[config.mk]
export PLATFORM = sky130hd
export DESIGN_NAME = bitop_exec_unit
export DESIGN_NICKNAME = d
export VERILOG_FILES = /design/src/rtl/bitop_pkg.sv /design/src/rtl/bitop_alu.sv /design/src/rtl/bitop_addr_gen.sv /design/src/rtl/bitop_seq.sv /design/src/rtl/bitop_exec_unit.sv
export SDC_FILE = /design/constraint.sdc
export NUM_CORES = 1
export LEC_CHECK = 0
export BUFFER_PORTS_ARGS = -buffer_cell sky130_fd_sc_hd__buf_2
export CORE_AREA = 2 2 85 87
export CTS_BUF_LIST = sky130_fd_sc_hd__clkbuf_2
export DETAILED_ROUTE_END_ITERATION = 8
export DIE_AREA = 0 0 87 89
export GPL_TIMING_DRIVEN = 1
export PLACE_DENSITY_LB_ADDON = 0.3
export SYNTH_ARGS = -nofsm -noshare
export SYNTH_HDL_FRONTEND = slang
export SYNTH_HIERARCHICAL = 1
export SYNTH_SLANG_ARGS = --single-unit
[constraint.sdc]
create_clock -name clk -period 2.1 [get_ports clk]
set_clock_uncertainty 0.2 [all_clocks]
set_input_delay 0.42 -clock clk [delete_from_list [all_inputs] [get_ports clk]]
set_output_delay 0.42 -clock clk [all_outputs]
set_load 0.005 [all_outputs]
[src/rtl/bitop_pkg.sv]
package bitop_pkg;

    typedef enum logic [1:0] {
        OP_SET = 2'd0,
        OP_CLR = 2'd1,
        OP_INV = 2'd2,
        OP_TST = 2'd3
    } bop_e;

    typedef enum logic [1:0] {
        TGT_REG  = 2'd0,
        TGT_PTR  = 2'd1,
        TGT_ABS  = 2'd2,
        TGT_ABSX = 2'd3
    } tgt_e;

    typedef enum logic [2:0] {
        ST_IDLE,
        ST_PRE,
        ST_RD,
        ST_MOD,
        ST_WR,
        ST_POST,
        ST_FIN
    } seq_st_e;

    function automatic logic tgt_is_mem(input tgt_e t);
        return t != TGT_REG;
    endfunction

    function automatic logic op_writes(input bop_e o);
        return o != OP_TST;
    endfunction

endpackage

[src/rtl/bitop_alu.sv]
module bitop_alu
    import bitop_pkg::*;
#(
    parameter int DATA_W = 8,
    localparam int IDX_W = $clog2(DATA_W)
) (
    input  bop_e              op,
    input  logic [IDX_W-1:0]  bidx,
    input  logic [DATA_W-1:0] opnd,
    output logic [DATA_W-1:0] result,
    output logic              bit_val
);
    logic [DATA_W-1:0] sel;

    for (genvar g = 0; g < DATA_W; g++) begin : g_dec
        assign sel[g] = (bidx == IDX_W'(g));
    end

    assign bit_val = |(opnd & sel);

    always_comb begin
        unique case (op)
            OP_SET:  result = opnd | sel;
            OP_CLR:  result = opnd & ~sel;
            OP_INV:  result = opnd ^ sel;
            default: result = opnd;
        endcase
    end
endmodule

[src/rtl/bitop_addr_gen.sv]
module bitop_addr_gen
    import bitop_pkg::*;
#(
    parameter int ADDR_W = 16,
    parameter int ABS_W  = 8,
    localparam int HI_W  = ADDR_W - ABS_W
) (
    input  tgt_e              tgt,
    input  logic [ADDR_W-1:0] ptr_val,
    input  logic [ABS_W-1:0]  abs_addr,
    output logic [ADDR_W-1:0] addr
);
    always_comb begin
        unique case (tgt)
            TGT_PTR:          addr = ptr_val;
            TGT_ABS, TGT_ABSX: addr = {{HI_W{1'b1}}, abs_addr};
            default:          addr = '0;
        endcase
    end
endmodule

[src/rtl/bitop_seq.sv]
module bitop_seq
    import bitop_pkg::*;
#(
    parameter int PRE_STATES = 2,
    localparam int CNT_W = (PRE_STATES > 1) ? $clog2(PRE_STATES) : 1
) (
    input  logic    clk,
    input  logic    rst,
    input  logic    start,
    input  logic    start_mem,
    input  logic    start_test,
    input  logic    mem_rdy,
    output seq_st_e st,
    output logic    accept
);
    seq_st_e    nxt;
    logic       test_q;
    logic [CNT_W-1:0] cnt_q;

    assign accept = (st == ST_IDLE) && start;

    always_comb begin
        nxt = st;
        unique case (st)
            ST_IDLE: if (start) nxt = start_mem ? ST_PRE : ST_FIN;
            ST_PRE:  if (cnt_q == CNT_W'(PRE_STATES - 1)) nxt = ST_RD;
            ST_RD:   if (mem_rdy) nxt = ST_MOD;
            ST_MOD:  nxt = test_q ? ST_FIN : ST_WR;
            ST_WR:   if (mem_rdy) nxt = ST_POST;
            ST_POST: nxt = ST_FIN;
            default: nxt = ST_IDLE;
        endcase
    end

    always_ff @(posedge clk) begin
        if (rst) begin
            st     <= ST_IDLE;
            test_q <= 1'b0;
            cnt_q  <= '0;
        end else begin
            st <= nxt;
            if (accept) test_q <= start_test;
            if (st == ST_PRE) cnt_q <= cnt_q + CNT_W'(1);
            else              cnt_q <= '0;
        end
    end
endmodule

[src/rtl/bitop_exec_unit.sv]
module bitop_exec_unit
    import bitop_pkg::*;
#(
    parameter int DATA_W     = 8,
    parameter int ADDR_W     = 16,
    parameter int ABS_W      = 8,
    parameter int CCR_W      = 8,
    parameter int ZFLAG_POS  = 2,
    parameter int PRE_STATES = 2,
    localparam int IDX_W     = $clog2(DATA_W)
) (
    input  logic              clk,
    input  logic              rst,
    input  logic              start,
    input  logic [1:0]        op,
    input  logic [1:0]        tgt,
    input  logic              bit_from_reg,
    input  logic [IDX_W-1:0]  bit_imm,
    input  logic [DATA_W-1:0] bit_reg,
    input  logic [DATA_W-1:0] rd_val,
    input  logic [ADDR_W-1:0] ptr_val,
    input  logic [ABS_W-1:0]  abs_addr,
    input  logic [CCR_W-1:0]  ccr_in,
    input  logic [DATA_W-1:0] mem_rdata,
    input  logic              mem_rdy,
    output logic              busy,
    output logic              done,
    output logic [DATA_W-1:0] rd_out,
    output logic              rd_we,
    output logic [CCR_W-1:0]  ccr_out,
    output logic              ccr_we,
    output logic              mem_req,
    output logic              mem_wr,
    output logic [ADDR_W-1:0] mem_addr,
    output logic [DATA_W-1:0] mem_wdata
);
    typedef struct packed {
        bop_e              op;
        tgt_e              tgt;
        logic [IDX_W-1:0]  bidx;
        logic [ADDR_W-1:0] addr;
        logic [CCR_W-1:0]  ccr;
    } cmd_t;

    cmd_t              cmd_q;
    logic [DATA_W-1:0] opnd_q;
    bop_e              op_in;
    tgt_e              tgt_in;
    logic [ADDR_W-1:0] addr_in;
    logic [IDX_W-1:0]  bidx_in;
    seq_st_e           st;
    logic              accept;
    logic [DATA_W-1:0] result;
    logic              bit_val;

    assign op_in   = bop_e'(op);
    assign tgt_in  = tgt_e'(tgt);
    assign bidx_in = bit_from_reg ? bit_reg[IDX_W-1:0] : bit_imm;

    bitop_addr_gen #(.ADDR_W(ADDR_W), .ABS_W(ABS_W)) addr_i (
        .tgt     (tgt_in),
        .ptr_val (ptr_val),
        .abs_addr(abs_addr),
        .addr    (addr_in)
    );

    bitop_seq #(.PRE_STATES(PRE_STATES)) seq_i (
        .clk       (clk),
        .rst       (rst),
        .start     (start),
        .start_mem (tgt_is_mem(tgt_in)),
        .start_test(!op_writes(op_in)),
        .mem_rdy   (mem_rdy),
        .st        (st),
        .accept    (accept)
    );

    bitop_alu #(.DATA_W(DATA_W)) alu_i (
        .op     (cmd_q.op),
        .bidx   (cmd_q.bidx),
        .opnd   (opnd_q),
        .result (result),
        .bit_val(bit_val)
    );

    always_ff @(posedge clk) begin
        if (rst) begin
            cmd_q  <= '0;
            opnd_q <= '0;
        end else if (accept) begin
            cmd_q.op   <= op_in;
            cmd_q.tgt  <= tgt_in;
            cmd_q.bidx <= bidx_in;
            cmd_q.addr <= addr_in;
            cmd_q.ccr  <= ccr_in;
            opnd_q     <= rd_val;
        end else if (st == ST_RD && mem_rdy) begin
            opnd_q <= mem_rdata;
        end
    end

    assign busy      = (st != ST_IDLE);
    assign done      = (st == ST_FIN);
    assign mem_req   = (st == ST_RD) || (st == ST_WR);
    assign mem_wr    = (st == ST_WR);
    assign mem_addr  = cmd_q.addr;
    assign mem_wdata = result;

    assign rd_out = result;
    assign rd_we  = done && !tgt_is_mem(cmd_q.tgt) && op_writes(cmd_q.op);
    assign ccr_we = done && !op_writes(cmd_q.op);

    always_comb begin
        ccr_out            = cmd_q.ccr;
        ccr_out[ZFLAG_POS] = ~bit_val;
    end
endmodule

==> results.cfg, run 1 <==
[detailed_routing]
vias_per_cell = 4.91
drt_iter0_markers = 91
routed-via-count = 2398
dr.pass1.iters = 4
drtAntennaViolNets = 0
avgRoutedWirePerCell_um = 13.2
postRouteWirelength_mm = 6.43
drcViolationCount = 0

[die]
die_width_um = 87
coreArea_um2 = 6720
num_io_pins = 114
die_area_um2 = 7740
start_util_pct = 45.3
fp-row-count = 30
die_h_um = 89

[timing]
finalCritPeriodShare_pct = 129
final_hold_viol_count = 0
period_needed_ps = 2720
finalSetupViolCount = 17
rsz0062_at_grt = yes
hold_slack_ps = 27.1
fmax_ghz = 0.368
layout_setup_ws_ps = -618
report.final.slew_viol_count = 0
worst_pin_slew_ps = 433
relSlewSlack_pct = 70.7
setup_tns_ps = -9580

[cells_and_area]
fillCellCount = 613
final_cells = 488
fin_area_um2 = 3780
final_cell_mix = buf_2 (107), mux2i_1 (39), dfxtp_1 (35)
area_growth_pct = 24.1
n_antenna_cell = 0
drive_gt1_share_pct = 50.7
final_nets = 499
final_common_cell = buf_2

[cts]
cts.sinks = 43
numCtsBuffers = 5
clock_latency_ps = 410
cts_max_level = 2
clk_transition_reported_paths_ps = 240
clk_path_buf_depth = 2
cts_tree = built
cts_root_buffer = clkbuf_2

[power]
powerDensity_nw_per_um2 = 1040
vdd_drop_max_v = 0.000452
clkPwrFrac_pct = 9.5
netSwitchingPower_mw = 1.53
intPower_mw = 2.40
p_seq_share_pct = 31.5
p_leak_nw = 1.90
p_comb_share_pct = 59.0
switching_share_pct = 38.9

[setup_path]
worstSetupPathType = register to primary output
start_kind = register
cp_num_buf_inv = 1
slowest_stage = mux4_2
cp.depth = 4
ff2ff_path_depth = 6
crit_family = multiplexers
path_cells = or3b_4, ha_4, mux4_2, buf_2
required_ps = 1480
cp_max_fo = 7
end_kind = primary output
cp.arrival_ps = 2100
max_stage_delay_ps = 460
reg2reg_slack_ps = 200

[global_route]
grt_pass1_wl_mm = 10.4
overflow = 0
antenna_found_initial = 0
grt_pass1_vias = 2252
grt_max_degree = 28
grt_usage_pct = 16.7

[yosys]
synth-warning-count = 6
synth_seq_cells = 43
yosysUniqueCellTypes = 44
synth-async-reset-ratio_pct = 0
synth_nets = 403
postSynthAreaPerCell_um2 = 9.78
seq_area_frac_synth_pct = 28.3
netlist_area_um2 = 3040
synth_edf_count = 0
synth_cells = 311
ys.flop_type = dfxtp_1

[job]
drv_cap = 0

[placement]
placed_cell_area_um2 = 3520
place_hpwl_mm = 4.70
dp_cells = 466
port_buffers = 107
place.gp.congestion = 0.727

[outcome]
failed_checks = negative setup slack
run_status = finished, violations left

[hold_path]
hold_class = input port to register
worstHoldPathCells = 3
==> metal layers <==
layer	GRT usage, %	vias up	part of all wire (%)
met2	27.7	57	49
met1	21.8	1111	45
met3	4.06	6	5.0
met4	4.69	0	0.96
met5	0	-	0
li1	-	1224	-
==> what timing repair did <==
item | CTS | global route
pin swaps | 7 | 2
endpoints found under the setup margin | 22 | 20
hold endpoints to repair | 2 | 0
setup buffers | 11 | 2
gates resized for setup | 22 | 4
hold buffers | 2 | 0
==> power by group through the flow <==
stage                     Clock, mW  Sequential, mW  Combinational [mW]
after global routing          0.421            1.28                2.59
after detailed placement          0            1.25                2.16
final                         0.374            1.24                2.32
after global placement            0            1.24                2.10
after CTS                     0.391            1.24                2.30
after floorplan                   0            1.21                1.78
==> state kept, by name, indices dropped and copies added, names as in the netlist <==
name,cells
cmd_q,7
seq_i/cnt_q,1
seq_i/test_q,1
opnd_q,8
ccr_out,7
mem_addr,16
seq_i/st,3
==> cell type report <==
class | instances | area [µm²] | share of cell area, %
Clock buffer | 5 | 25.0 | 0.663
Sequential cell | 43 | 888 | 23.5
Tap cell | 80 | 100 | 2.65
Clock inverter | 3 | 18.8 | 0.497
Multi-Input combinational cell | 190 | 1800 | 47.7
Timing Repair Buffer | 140 | 840 | 22.2
Inverter | 27 | 101 | 2.68
==> worst paths after layout <==
path,start,end
worst max register to register,seq_i/st[0]$_SDFFE_PP0P_,opnd_q[4]$_SDFFE_PP0P_
worst min register to register,mem_addr[3]$_SDFFE_PP0P_,mem_addr[3]$_SDFFE_PP0P_
worst max-delay path,cmd_q[25]$_SDFFE_PP0P_,mem_wdata[2]
worst min-delay path,ccr_in[6],ccr_out[6]$_SDFFE_PP0P_
==> cells in the mapped netlist, types with 2 or more instances <==
cell type / count / share of area, %
mux4_2: 8 / 5.9
ha_1: 24 / 9.9
buf_2: 2 / 0.33
o21bai_1: 2 / 0.49
clkbuf_1: 3 / 0.37
o31ai_1: 2 / 0.49
a21oi_1: 2 / 0.33
clkbuf_8: 3 / 1.4
nor3_1: 9 / 1.5
nor4b_1: 2 / 0.58
dfxtp_1: 43 / 28
inv_1: 27 / 3.3
or3_1: 2 / 0.41
a22o_2: 7 / 2.3
buf_6: 7 / 2.6
nor2_1: 32 / 3.9
nand3b_1: 5 / 1.2
a211oi_1: 3 / 0.74
mux2i_1: 39 / 13
nor2b_1: 3 / 0.62
o21a_1: 8 / 2.0
a21o_2: 8 / 2.3
nor3_2: 8 / 2.6
nor4_1: 2 / 0.41
buf_4: 36 / 8.9
nand2_1: 3 / 0.37
or3b_1: 3 / 0.86
nor3b_1: 2 / 0.49
==> worst register-to-register path, cell delays in order (launching register included) <==
cell and delay (ps):
dfxtp_4 400, buf_4 140, nor4b_4 400, buf_12 230, mux2i_1 250, o21a_1 170, nor3_2 40
==> stage by stage <==
stage | total power, mW | setup slack (ps) | utilization, %
detailed placement | 3.41 | -137 | 52.4
global placement | 3.34 | -126 | 52.4
floorplan | 2.99 | -105 | -
CTS | 3.93 | -656 | 55.6
global route | 4.29 | -697 | 56.2
finish | 3.93 | -618 | 56.2
==> logic make-up (layout without fill, tap and decap cells) <==
family                   Yosys count  in the layout  share of synthesized area (%)
AND/OR/NAND/NOR                   81             81                           15.8
buffers and inverters             78            175                           16.9
multiplexers                      47             47                           18.8
flip-flops                        43             43                           28.3
AO/OA/AOI/OAI                     37             37                           10.1
adder cells (fa/ha/maj)           24             24                           9.87
XOR/XNOR                           1              1                          0.288
Note: power is estimated with default switching activity, not from simulation.
==> run 2: changes to the inputs <==
CORE_AREA = 2 2 83 85   (was 2 2 85 87)
DIE_AREA = 0 0 85 87   (was 0 0 87 89)
SYNTH_HIERARCHICAL = unset   (was 1)
==> results.cfg, run 2 <==
[outcome]
run_status = finished, violations left
failed_checks = negative setup slack

[global_route]
grt_max_degree = 45
grt_usage_pct = 18.0
grt_pass1_wl_mm = 10.9
antenna_found_initial = 0
grt_pass1_vias = 2478
overflow = 0

[placement]
place_hpwl_mm = 4.72
port_buffers = 107
place_ws_ps = -185
place.gp.congestion = 0.807

[yosys]
synth_seq_cells = 43
synth_top_area_cell = dfxtp_1
synthMostInstantiatedCell = dfxtp_1
yosysUniqueCellTypes = 38
postSynthAreaPerCell_um2 = 8.60
synth_nets = 419
synth_common_cells = dfxtp_1 (43), nand2_1 (42), nor2_1 (36)
netlist_area_um2 = 2810
synth-async-reset-ratio_pct = 0
ys.flop_type = dfxtp_1
synth_edf_count = 0
synth_cells = 327
seq_area_frac_synth_pct = 30.6
synth-warning-count = 0
synthTopCellsByArea = dfxtp_1 (31%), ha_1 (11%), buf_4 (9.1%)
synth.top_cell.area_share_pct = 30.6

[die]
coreArea_um2 = 6570
fp-row-count = 30
die_width_um = 85
start_util_pct = 42.8
num_io_pins = 114
die_area_um2 = 7400
die_h_um = 87

[power]
vdd_drop_max_v = 0.000601
switching_share_pct = 40.2
intPower_mw = 2.56
powerDensity_nw_per_um2 = 1160
p_seq_share_pct = 31.2
p_leak_nw = 1.76
netSwitchingPower_mw = 1.72
clkPwrFrac_pct = 11.2
p_comb_share_pct = 57.6
p_total_mw = 4.28

[setup_path]
worstSetupPathType = register to primary output
cp.arrival_ps = 2080
start_kind = register
reg2reg_slack_ps = 170
cp_max_fo = 7
required_ps = 1480
end_kind = primary output

[cts]
clock_latency_ps = 400
cts_tree = built
cts.sinks = 43
clk_transition_reported_paths_ps = 220
cts_root_buffer = clkbuf_2
clk_path_buf_depth = 2
cts_max_level = 2
numCtsBuffers = 5

[detailed_routing]
drt_iter0_markers = 77
routed-via-count = 2509
postRouteWirelength_mm = 6.76
drcViolationCount = 0
dr.pass1.iters = 6
drtAntennaViolNets = 0
avgRoutedWirePerCell_um = 13.6
vias_per_cell = 5.03

[timing]
relSlewSlack_pct = 51.2
rsz0062_at_grt = yes
finalSetupViolCount = 18
worst_pin_slew_ps = 729
report.final.slew_viol_count = 0
finalCritPeriodShare_pct = 129
layout_setup_ws_ps = -599
period_needed_ps = 2700
final_hold_viol_count = 0
setup_tns_ps = -9120
fmax_ghz = 0.371

[cells_and_area]
n_antenna_cell = 0
largest_register_ffs = 16
fin_util_pct = 56.3
final_nets = 510
drive_gt1_share_pct = 46.8
area_growth_pct = 31.5
final_cell_mix = buf_2 (106), nand2_1 (40), dfxtp_1 (35)
final_common_cell = buf_2

[job]
drv_cap = 0

[hold_path]
hold_class = input port to register
-- run 2: layout make-up --
cell class                      instances  area, µm²
Tap cell                               80        100
Clock buffer                            5       25.0
Timing Repair Buffer                  141        871
Clock inverter                          3       43.8
Inverter                               26       97.6
Multi-Input combinational cell        201       1680
Fill cell                             603       2870
Sequential cell                        43        886
-- run 2: power by group through the flow --
stage	clock network (mW)	registers, mW	logic [mW]
2_1_floorplan	0	1.22	1.92
3_3_place_gp	0	1.30	2.12
3_5_place_dp	0	1.31	2.20
4_1_cts	0.505	1.31	2.32
5_1_grt	0.524	1.38	2.75
6_report	0.480	1.33	2.46
-- run 2: logic make-up (layout without fill, tap and decap cells) --
logic type               count (synthesis)  in the layout  share of synthesized area (%)
flip-flops                              43             43                           30.6
multiplexers                            12             12                           7.83
adder cells (fa/ha/maj)                 24             24                           10.7
buffers and inverters                   83            175                           16.5
XOR/XNOR                                 1              1                          0.311
AND/OR/NAND/NOR                        109            109                           18.5
AO/OA/AOI/OAI                           55             55                           15.6
-- run 2: path summary, 6_finish.rpt --
check | to | cells after the start | startpoint
setup reg to reg | opnd_q[1]$_SDFFE_PP0P_ | 5 | seq_i.st[2]$_SDFFE_PP0P_
hold reg to reg | ccr_out[6]$_SDFFE_PP0P_ | 2 | ccr_out[6]$_SDFFE_PP0P_
setup / recovery | mem_wdata[4] | 4 | cmd_q[26]$_SDFFE_PP0P_
hold / removal | opnd_q[4]$_SDFFE_PP0P_ | 3 | rd_val[4]
-- run 2: metrics by stage --
stage | hold slack (ps) | cells | area (µm²)
final | 61.0 | 499 | 3700
after global routing | 49.7 | 499 | 3700
after CTS | 43.5 | 496 | 3570
after detailed placement | 244 | 475 | 3290
after global placement | 240 | 475 | 3290
after floorplan | 232 | 327 | 2930
-- run 2: repair_timing --
action	in CTS	in global routing
hold endpoints to repair	9	0
pin swaps	6	5
hold buffers	9	0
endpoints found under the setup margin	20	20
cloned	0	0
resized for setup	28	22
buffers inserted	4	3
-- run 2: critical path, cell delays in order (launching register included) --
cell and delay, ps:
dfxtp_4 440, or3b_4 430, ha_4 220, mux4_2 450
buf_2 140
-- run 2: layer usage --
| layer | vias up | routed length, µm | track usage (%) |
|---|---|---|---|
| met5 | - | 0 | 0 |
| met4 | 0 | 111 | 5.92 |
| met3 | 12 | 355 | 3.60 |
| met2 | 75 | 3530 | 33.5 |
| met1 | 1157 | 2760 | 20.6 |
| li1 | 1265 | - | - |
==> run 3: changes to the inputs <==
CORE_AREA = 3 3 84 86   (was 2 2 83 85)
DIE_AREA = 0 0 87 89   (was 0 0 85 87)
SETUP_SLACK_MARGIN = 0.02   (was unset)
==> results.cfg, run 3 (synthesis results as in run 2) <==
[cells_and_area]
n_antenna_cell = 0
drive_gt1_share_pct = 44.9
final_nets = 510
final_common_cell = buf_2
area_growth_pct = 30.1
final_cell_mix = buf_2 (107), nand2_1 (42), nor2_1 (36)
largest_register_ffs = 16

[timing]
period_needed_ps = 2680
rsz0062_at_grt = yes
layout_setup_ws_ps = -584
hold_slack_ps = 74.8
finalSetupViolCount = 17
worst_pin_slew_ps = 507
final_hold_viol_count = 0
setup_tns_ps = -8870
report.final.slew_viol_count = 0
finalCritPeriodShare_pct = 128
fmax_ghz = 0.373
relSlewSlack_pct = 66.1

[die]
coreArea_um2 = 6350
die_h_um = 89
fp-row-count = 29
start_util_pct = 44.3
die_area_um2 = 7740
die_width_um = 87
num_io_pins = 114

[hold_path]
worstHoldPathCells = 3
min-delay-start = rd_val[2]
hold_end = opnd_q[2]$_SDFFE_PP0P_
hold_class = input port to register

[cts]
clk_transition_reported_paths_ps = 230
cts.sinks = 43
clk_path_buf_depth = 2
clock_latency_ps = 390
cts_tree = built
cts_max_level = 2
cts_root_buffer = clkbuf_2
numCtsBuffers = 5

[global_route]
grtUsageMet2_pct = 33.6
grt_max_degree = 45
met3_usage_pct = 2.95
overflow = 0
grt_pass1_wl_mm = 10.9
grtUsageMet1_pct = 19.0
grt_usage_pct = 17.4
antenna_found_initial = 0
grt_pass1_vias = 2476
grt_busiest_layer = met2

[detailed_routing]
vias_per_cell = 5.11
drcViolationCount = 0
dr.pass1.iters = 4
postRouteWirelength_mm = 6.71
drt_iter0_markers = 73
drtAntennaViolNets = 0
routed-via-count = 2536
avgRoutedWirePerCell_um = 13.5

[placement]
place_hpwl_mm = 4.96
port_buffers = 107
place.gp.congestion = 0.725

[setup_path]
cp_max_fo = 6
end_kind = primary output
reg2reg_slack_ps = 180
required_ps = 1480
slowest_stage = mux4_2
max_stage_delay_ps = 460
cp.depth = 4
path_cells = or3b_4, ha_4, mux4_2, buf_2
crit_family = multiplexers
regToRegEndpoint = mem_addr[0]$_SDFFE_PP0P_
ff2ff_path_depth = 6
start_kind = register
worstSetupPathType = register to primary output
cp.arrival_ps = 2060
timing.rr.start = seq_i.st[2]$_SDFFE_PP0P_
cp_num_buf_inv = 1

[job]
drv_cap = 0

[power]
p_leak_nw = 1.76
powerDensity_nw_per_um2 = 1140
vdd_drop_max_v = 0.000621

[outcome]
run_status = finished, violations left
failed_checks = negative setup slack
==> run 3: cell count changes in the layout (fill, tap and decap cells not counted), moves of 2 or more <==
cell / previous run / this run
buf_6: 8 / 6
ha_2: 5 / 0
inv_2: 1 / 3
nand2_1: 40 / 42
nor2_1: 34 / 36
dfxtp_2: 2 / 0
buf_4: 16 / 18
inv_1: 25 / 23
dfxtp_4: 6 / 8
ha_1: 11 / 16
==> run 3: cell type report <==
| type | instances | area [µm²] |
|---|---|---|
| clock buffers | 5 | 25.0 |
| fillers | 574 | 2690 |
| multi-input cells | 201 | 1660 |
| clock inverters | 3 | 43.8 |
| inverters | 26 | 97.6 |
| repair buffers | 141 | 848 |
| well taps | 77 | 96.3 |
| flip-flops and latches | 43 | 891 |
==> run 3: worst max-delay path by stage <==
stage	from	end	slack [ps]
2_1_floorplan	cmd_q[25]$_SDFFE_PP0P_	rd_out[1]	-180
3_3_place_gp	cmd_q[26]$_SDFFE_PP0P_	rd_out[4]	-210
3_5_place_dp	cmd_q[26]$_SDFFE_PP0P_	rd_out[4]	-230
4_1_cts	cmd_q[25]$_SDFFE_PP0P_	mem_wdata[1]	-630
5_1_grt	cmd_q[24]$_SDFFE_PP0P_	mem_wdata[1]	-670
6_report	cmd_q[26]$_SDFFE_PP0P_	mem_wdata[1]	-580
==> run 3: power breakdown <==
part | leakage [nW] | internal, mW | total, mW | switching [mW]
combinational | 1.36 | 1.20 | 2.37 | 1.17
sequential | 0.360 | 1.09 | 1.33 | 0.233
clock | 0.0429 | 0.202 | 0.481 | 0.279
==> run 3: worst reg2reg max path, cell delays in order, from the launching register on <==
cell	delay, ps
dfxtp_4	390
buf_4	140
buf_4	160
nor2_1	250
nand3b_4	280
a221oi_1	340
nor3_1	70
==> run 3: metrics by stage <==
stage / setup slack (ps) / cell area (µm²) / utilization [%] / total power, mW / cells
after floorplan: -183 / 2930 / - / 3.14 / 327
after global placement: -210 / 3290 / 51.8 / 3.42 / 472
after detailed placement: -229 / 3290 / 51.8 / 3.51 / 472
after CTS: -629 / 3610 / 56.8 / 4.18 / 496
after global routing: -674 / 3660 / 57.6 / 4.56 / 496
final: -584 / 3660 / 57.6 / 4.18 / 496
==> run 3: metal layers <==
metal  share of wire [%]  routed length [µm]
met4                0.61                  41
met3                 5.4                 365
met1                  40                2690
met5                   0                   0
met2                  54                3610
==> run 3: timing repair <==
item                       CTS  global route
cloned                       0             0
setup endpoints to repair   23            34
gates resized for setup     35             8
hold endpoints to repair     9             0
pin swaps                    8             6
hold buffers                 9             0
setup buffers                7             0
